[src/rtl/prio_irq_ctrl.sv]
module prio_irq_ctrl #(
  parameter int unsigned NUM = 8,
  parameter int unsigned DW  = 8
) (
  input  logic          clk,
  input  logic          rst,
  input  logic [NUM-1:0] irq,
  input  logic          cs_n,
  input  logic          rd_n,
  input  logic          wr_n,
  input  logic [1:0]    addr,
  input  logic [DW-1:0] data_in,
  output logic [DW-1:0] data_out,
  output logic          data_oe,
  input  logic          inta,
  output logic          int_out
);
  localparam int unsigned IW = $clog2(NUM);
  localparam int unsigned BW = DW - IW;

  logic [NUM-1:0] irr, isr, mask, mode, irq_q;
  logic [BW-1:0]  base;
  logic           wr_q;
  logic [IW-1:0]  win_idx, srv_idx;
  logic           win_vld, srv_vld;

  wire            wr_act  = ~cs_n & ~wr_n;
  wire            wr_stb  = wr_act & ~wr_q;
  wire            rd_act  = ~cs_n & ~rd_n;
  wire            eoi_stb = wr_stb && addr == 2'd2;
  wire [NUM-1:0]  pend    = irr & ~mask;
  wire [NUM-1:0]  rise    = irq & ~irq_q;

  always_comb begin
    win_idx = '0;
    win_vld = 1'b0;
    for (int i = NUM - 1; i >= 0; i--)
      if (pend[i]) begin
        win_idx = IW'(i);
        win_vld = 1'b1;
      end
  end

  always_comb begin
    srv_idx = '0;
    srv_vld = 1'b0;
    for (int i = NUM - 1; i >= 0; i--)
      if (isr[i]) begin
        srv_idx = IW'(i);
        srv_vld = 1'b1;
      end
  end

  assign int_out = win_vld && (!srv_vld || win_idx < srv_idx);

  wire            grant   = inta & int_out;
  wire [NUM-1:0]  gnt_vec = grant ? (NUM'(1) << win_idx) : '0;
  wire [NUM-1:0]  eoi_vec = (eoi_stb && srv_vld) ? (NUM'(1) << srv_idx) : '0;
  wire [NUM-1:0]  irr_nxt = (mode & irq & ~gnt_vec) | (~mode & ((irr & ~gnt_vec) | rise));
  wire [IW-1:0]   ack_idx = int_out ? win_idx : {IW{1'b1}};

  always_ff @(posedge clk) begin
    if (rst) begin
      irr   <= '0;
      isr   <= '0;
      mask  <= '1;
      mode  <= '0;
      irq_q <= '0;
      base  <= '0;
      wr_q  <= 1'b0;
    end else begin
      irq_q <= irq;
      wr_q  <= wr_act;
      irr   <= irr_nxt;
      isr   <= (isr & ~eoi_vec) | gnt_vec;
      if (wr_stb && addr == 2'd0) mask <= data_in[NUM-1:0];
      if (wr_stb && addr == 2'd1) base <= data_in[DW-1:IW];
      if (wr_stb && addr == 2'd3) mode <= data_in[NUM-1:0];
    end
  end

  always_comb begin
    data_out = '0;
    data_oe  = 1'b0;
    if (inta) begin
      data_out = {base, ack_idx};
      data_oe  = 1'b1;
    end else if (rd_act) begin
      data_oe = 1'b1;
      case (addr)
        2'd0:    data_out = DW'(irr);
        2'd1:    data_out = DW'(isr);
        2'd2:    data_out = DW'(mask);
        default: data_out = DW'(mode);
      endcase
    end
  end
endmodule

[config.mk]
export PLATFORM = sky130hd
export DESIGN_NAME = prio_irq_ctrl
export DESIGN_NICKNAME = d
export VERILOG_FILES = /design/src/rtl/prio_irq_ctrl.sv
export SDC_FILE = /design/constraint.sdc
export NUM_CORES = 1
export LEC_CHECK = 0
export BUFFER_PORTS_ARGS = -buffer_cell sky130_fd_sc_hd__buf_2
export CAP_MARGIN = 20
export CORE_MARGIN = 5
export CORE_UTILIZATION = 57
export DETAILED_ROUTE_END_ITERATION = 8
export PLACE_DENSITY = 0.84
export SYNTH_ARGS = -nofsm -noshare
export SYNTH_HDL_FRONTEND = slang
export SYNTH_SLANG_ARGS = --single-unit
[constraint.sdc]
create_clock -name clk -period 4 [get_ports clk]
set_clock_uncertainty 0.2 [all_clocks]
set_input_delay 0.6 -clock clk [delete_from_list [all_inputs] [get_ports clk]]
set_output_delay 0.6 -clock clk [all_outputs]
set_load 0.01 [all_outputs]
Word level (Yosys, flattened, before mapping):

Cells that the tools add are included.

* word-level logic and storage cells: 85
* memories: 0
* bits of input ports: 24
* ROM bits: 0
* bits in latches: 0
* output and inout port bits: 10
* register bits: 46
* RAM bits: 0

* bitwise logic cells: 23
* divide/modulo/power cells: 0
* add/sub/neg operators: 0
* equality and inequality tests: 3
* multiply operators: 0
* shift-type cells: 2
* magnitude comparators: 1
* mux-type cells: 40
* reduce and logical (&&, ||, !) cells: 9

Operators with widths (number)
* $and 8x8->8: 7
* $mux 3: 17
* $not 8->8: 5
* $mux 8: 4
* $or 8x8->8: 3
* $pmux 8 s3: 1
* $mux 1: 18
* $shl 1x3->8 const A: 2
* $logic_and 1x1->1: 6
* $and 1x1->1: 4
* $eq 2x2->1 const B: 2
* $not 1->1: 4
* $lt 3x3->1: 1
* $eq 2x1->1 const B: 1
* $logic_not 2->1: 1
* $logic_not 1->1: 1
* $logic_or 1x1->1: 1

Depth between registers and ports, before layout:

* depth after elaboration: 20
* gate-level depth with buffers: 11
* mapped depth without buffers: 11

Worst setup path after synthesis:

Ideal clock, no wire load.

* kind: flip-flop to output port
* from: reg isr[3]
* to: out data_out[0]
* path buffers: 0
* data required time: 3.200 ns
* arrival: 2.459 ns
* slack: 0.741 ns
* stages on the path, launching flop included: 9
* cells stage by stage: dfxtp_1 > or4_4 > or2b_2 > ha_1 > a211oi_1 > o21a_2 > a21oi_4 > a21oi_1 > a31oi_1

* cells in the longest elaborated chain, start to end: 9

RTL lines
* from (decl): line 21 `logic [NUM-1:0] irr, isr, mask, mode, irq_q;`
* from (signal assigned): line 75 `isr <= (isr & ~eoi_vec) | gnt_vec;`
* $mux 3 / $mux 1 (equally long branches) (4 in series): line 48 `if (isr[i]) begin`
* $lt 3x3->1 / $logic_not 1->1 (equally long branches): line 54 `assign int_out = win_vld && (!srv_vld || win_idx < srv_idx);`
* $logic_or 1x1->1 (*): line 54
* $logic_and 1x1->1 (*): line 54
* via int_out: line 16 `output logic int_out`
* $mux 3 (*): line 60 `wire [IW-1:0] ack_idx = int_out ? win_idx : {IW{1'b1}};`
* $mux 8 (*): line 85 `if (inta) begin`
* to (decl): line 13 `output logic [DW-1:0] data_out,`

The timed path passes the listed nets; every way through them passes the cells marked *.

Final worst setup path:

* from: reg isr[3]
* to: out data_out[0]

* cells in the longest elaborated chain, start to end: 9

RTL lines (line)
* $mux 3 / $mux 1 (equally long branches) (4 in series): 48
* $lt 3x3->1 / $logic_not 1->1 (equally long branches): 54
* $logic_or 1x1->1 (*): 54
* $logic_and 1x1->1 (*): 54
* $mux 3 (*): 60
* $mux 8 (*): 85

Every way passes the cells marked *; elsewhere a longest branch is shown, timed or not.

==> results_dict.tcl <==
set metrics [dict create \
    cts_buffers 5 \
    async_flop_share_pct 0 \
    grt_pass1_vias 2095 \
    fp.dieH_um 75.3 \
    utilization_pct 67.2 \
    syn_to_final_growth_pct 12.3 \
    fillers 327 \
    rsz0062_at_grt "false" \
    finalSetupTns_ns 0 \
    use_met1_pct 33.3 \
    end_kind "output pin" \
    whs_path_depth 1 \
    vias 2099 \
    tritoncts "done" \
    yosys.area.top_type "dfxtp_1" \
    synth_warnings 0 \
    dp_cells 333 \
    setup_viol 0 \
    critPathArrivalTime_ns 2.99 \
    n_antenna_cell 0 \
    netlist_area_um2 2430 \
    drive_gt1_share_pct 23.0 \
    hp-class "register to register" \
    cts_resized 0 \
    status "complete, no violations" \
    synth_most_common_cell "dfxtp_1" \
    relSlewSlack_pct 43.8 \
    first_pass_iters 4 \
    dr.first_iter.drc_count 235 \
    core_um2 4060 \
    hold_viol 0 \
    synth_seq_area_share_pct 37.9 \
    grt_pass1_wl_mm 10.3 \
    cts.clk_slew.worst_paths_ns 0.08 \
    drt_wl_total_mm 5.99 \
    synthesis.instances 257 \
    ir_drop_v 0.000246 \
    die_width_um 75.3 \
    grt-busiest-layer "met2" \
    finalNetCount 316 \
    ctsRootBufferMaster "clkbuf_8" \
    port_buffers 33 \
    ctsHoldBuffers 0 \
    grtUsageTotal_pct 23.9 \
    grt.overflow.total 0 \
    leakage_nw 1.16 \
    min_period_over_period_pct 94.6 \
    path_max_fanout 10 \
    start_util_pct 59.8 \
    critPathKind "register to output pin" \
    ys_top_cells_by_area "dfxtp_1, mux2i_1, mux4_2" \
    antenna_left 0 \
    hpwl_mm 4.35 \
    met3_usage_pct 3.60 \
    insertion_delay_ns 0.30 \
    yosys_most_used_dff "dfxtp_1" \
    power.total_uw 953 \
    via_per_inst 6.16 \
    clkSinkCount 46 \
    die-area_um2 5660 \
    ys_types 55 \
    cts_htree_levels 2 \
    cts_setup_buffers 0 \
    globalplace.congestion 0.919 \
    antenna_found_initial 0 \
    crit_path_start_kind "register" \
    yosys-top-cells-count "dfxtp_1, nor2_1, mux2i_1, nand2_1, inv_1" \
    avgSynthCellArea_um2 9.44 \
    grt_max_degree 41 \
    drc 0 \
    synth_edf_count 0 \
    worstRegToRegCells 8 \
    fin_cells 341 \
    slew_violations 0 \
    worstPathRequired_ns 3.20 \
    max_freq_ghz 0.264 \
    power.density_nw_per_um2 349 \
    wire_per_inst_um 17.6 \
    grt_util_met2_pct 38.4 \
    ys_ff_latch 46 \
    io_pins 34 \
    period_minus_slack_ns 3.79 \
    cap_violations 0 \
    syn_nets 283 \
    placementRows 23 \
    worst_pin_slew_ns 0.837 \
    yosysTopAreaCellShare_pct 37.9 \
    cts_buffer_depth 2 \
]
==> layer usage <==
layer | share of wire [%] | vias up
met3 | 7.2 | 10
met1 | 42 | 1000
met4 | 1.9 | 0
met2 | 48 | 76
li1 | - | 1013
met5 | 0 | -
==> cell type report <==
class	instances	area [um2]	area share [%]
Inverter	15	56.3	2.07
Clock buffer	6	72.6	2.66
Tap cell	50	62.6	2.29
Multi-Input combinational cell	187	1400	51.2
Timing Repair Buffer	35	180	6.61
Sequential cell	46	921	33.8
Clock inverter	2	37.5	1.38
==> flip-flops by register name, summed over array words and instances, names as in the netlist <==
register  count
base          5
irq_q         8
irr           8
isr           8
mask          8
mode          8
wr_q          1
==> where the power goes <==
part	leakage, nW	switching [mW]	internal, mW
sequential	0.377	0.0135	0.476
clock	0.0514	0.159	0.186
combinational	0.733	0.0615	0.0561
==> worst max-delay path: stages (launching register included) <==
cell and delay (ns):
dfxtp_1 0.36, or4_4 0.58, or2b_2 0.31, ha_1 0.29
a211oi_1 0.25, o21a_2 0.23, a21oi_4 0.11, a21oi_1 0.29
a31oi_1 0.12, buf_2 0.15
==> layout by cell type, fill, tap and decap left out, types with 4 or more instances in the layout <==
| cell | netlist | layout |
|---|---|---|
| and3_1 | 4 | 4 |
| nor2b_1 | 6 | 6 |
| nor3_1 | 5 | 5 |
| or3_1 | 5 | 5 |
| nand3_1 | 5 | 5 |
| nor3b_1 | 5 | 5 |
| inv_1 | 15 | 15 |
| o41ai_1 | 4 | 4 |
| dfxtp_1 | 46 | 46 |
| nor2_1 | 29 | 29 |
| mux2i_1 | 20 | 20 |
| o21ai_0 | 10 | 10 |
| nand2_1 | 20 | 20 |
| a22o_1 | 5 | 5 |
| buf_2 | 2 | 33 |
| mux4_2 | 7 | 7 |
| clkbuf_8 | 1 | 5 |
| nand2b_1 | 4 | 4 |
| a21oi_1 | 9 | 9 |
==> cell families (layout without fill, tap and decap cells) <==
group	after synthesis	after routing	synth area share, %
AOI/OAI and AO/OA	55	55	18.3
adders and majority gates	2	2	1.03
buffers and inverters	24	58	4.54
DFF	46	46	37.9
muxes	28	28	15.8
and+or+nand+nor	102	102	22.4
==> per-stage QoR <==
stage	setup slack [ns]	hold WS, ns	area [um2]
2_1_floorplan	0.741	0.195	2430
3_3_place_gp	0.625	0.202	2620
3_5_place_dp	0.566	0.208	2620
4_1_cts	0.233	0.221	2730
5_1_grt	0.110	0.242	2730
6_report	0.214	0.218	2730
==> path summary, 6_finish.rpt <==
path                  from          end  slack, ns
hold reg to reg   irq_q[7]       irr[7]       0.22
setup reg to reg    isr[3]       isr[7]       1.08
hold / removal    irq_q[7]       irr[7]       0.22
setup / recovery    isr[3]  data_out[0]       0.21
Note: power is estimated with default switching activity, not from simulation.
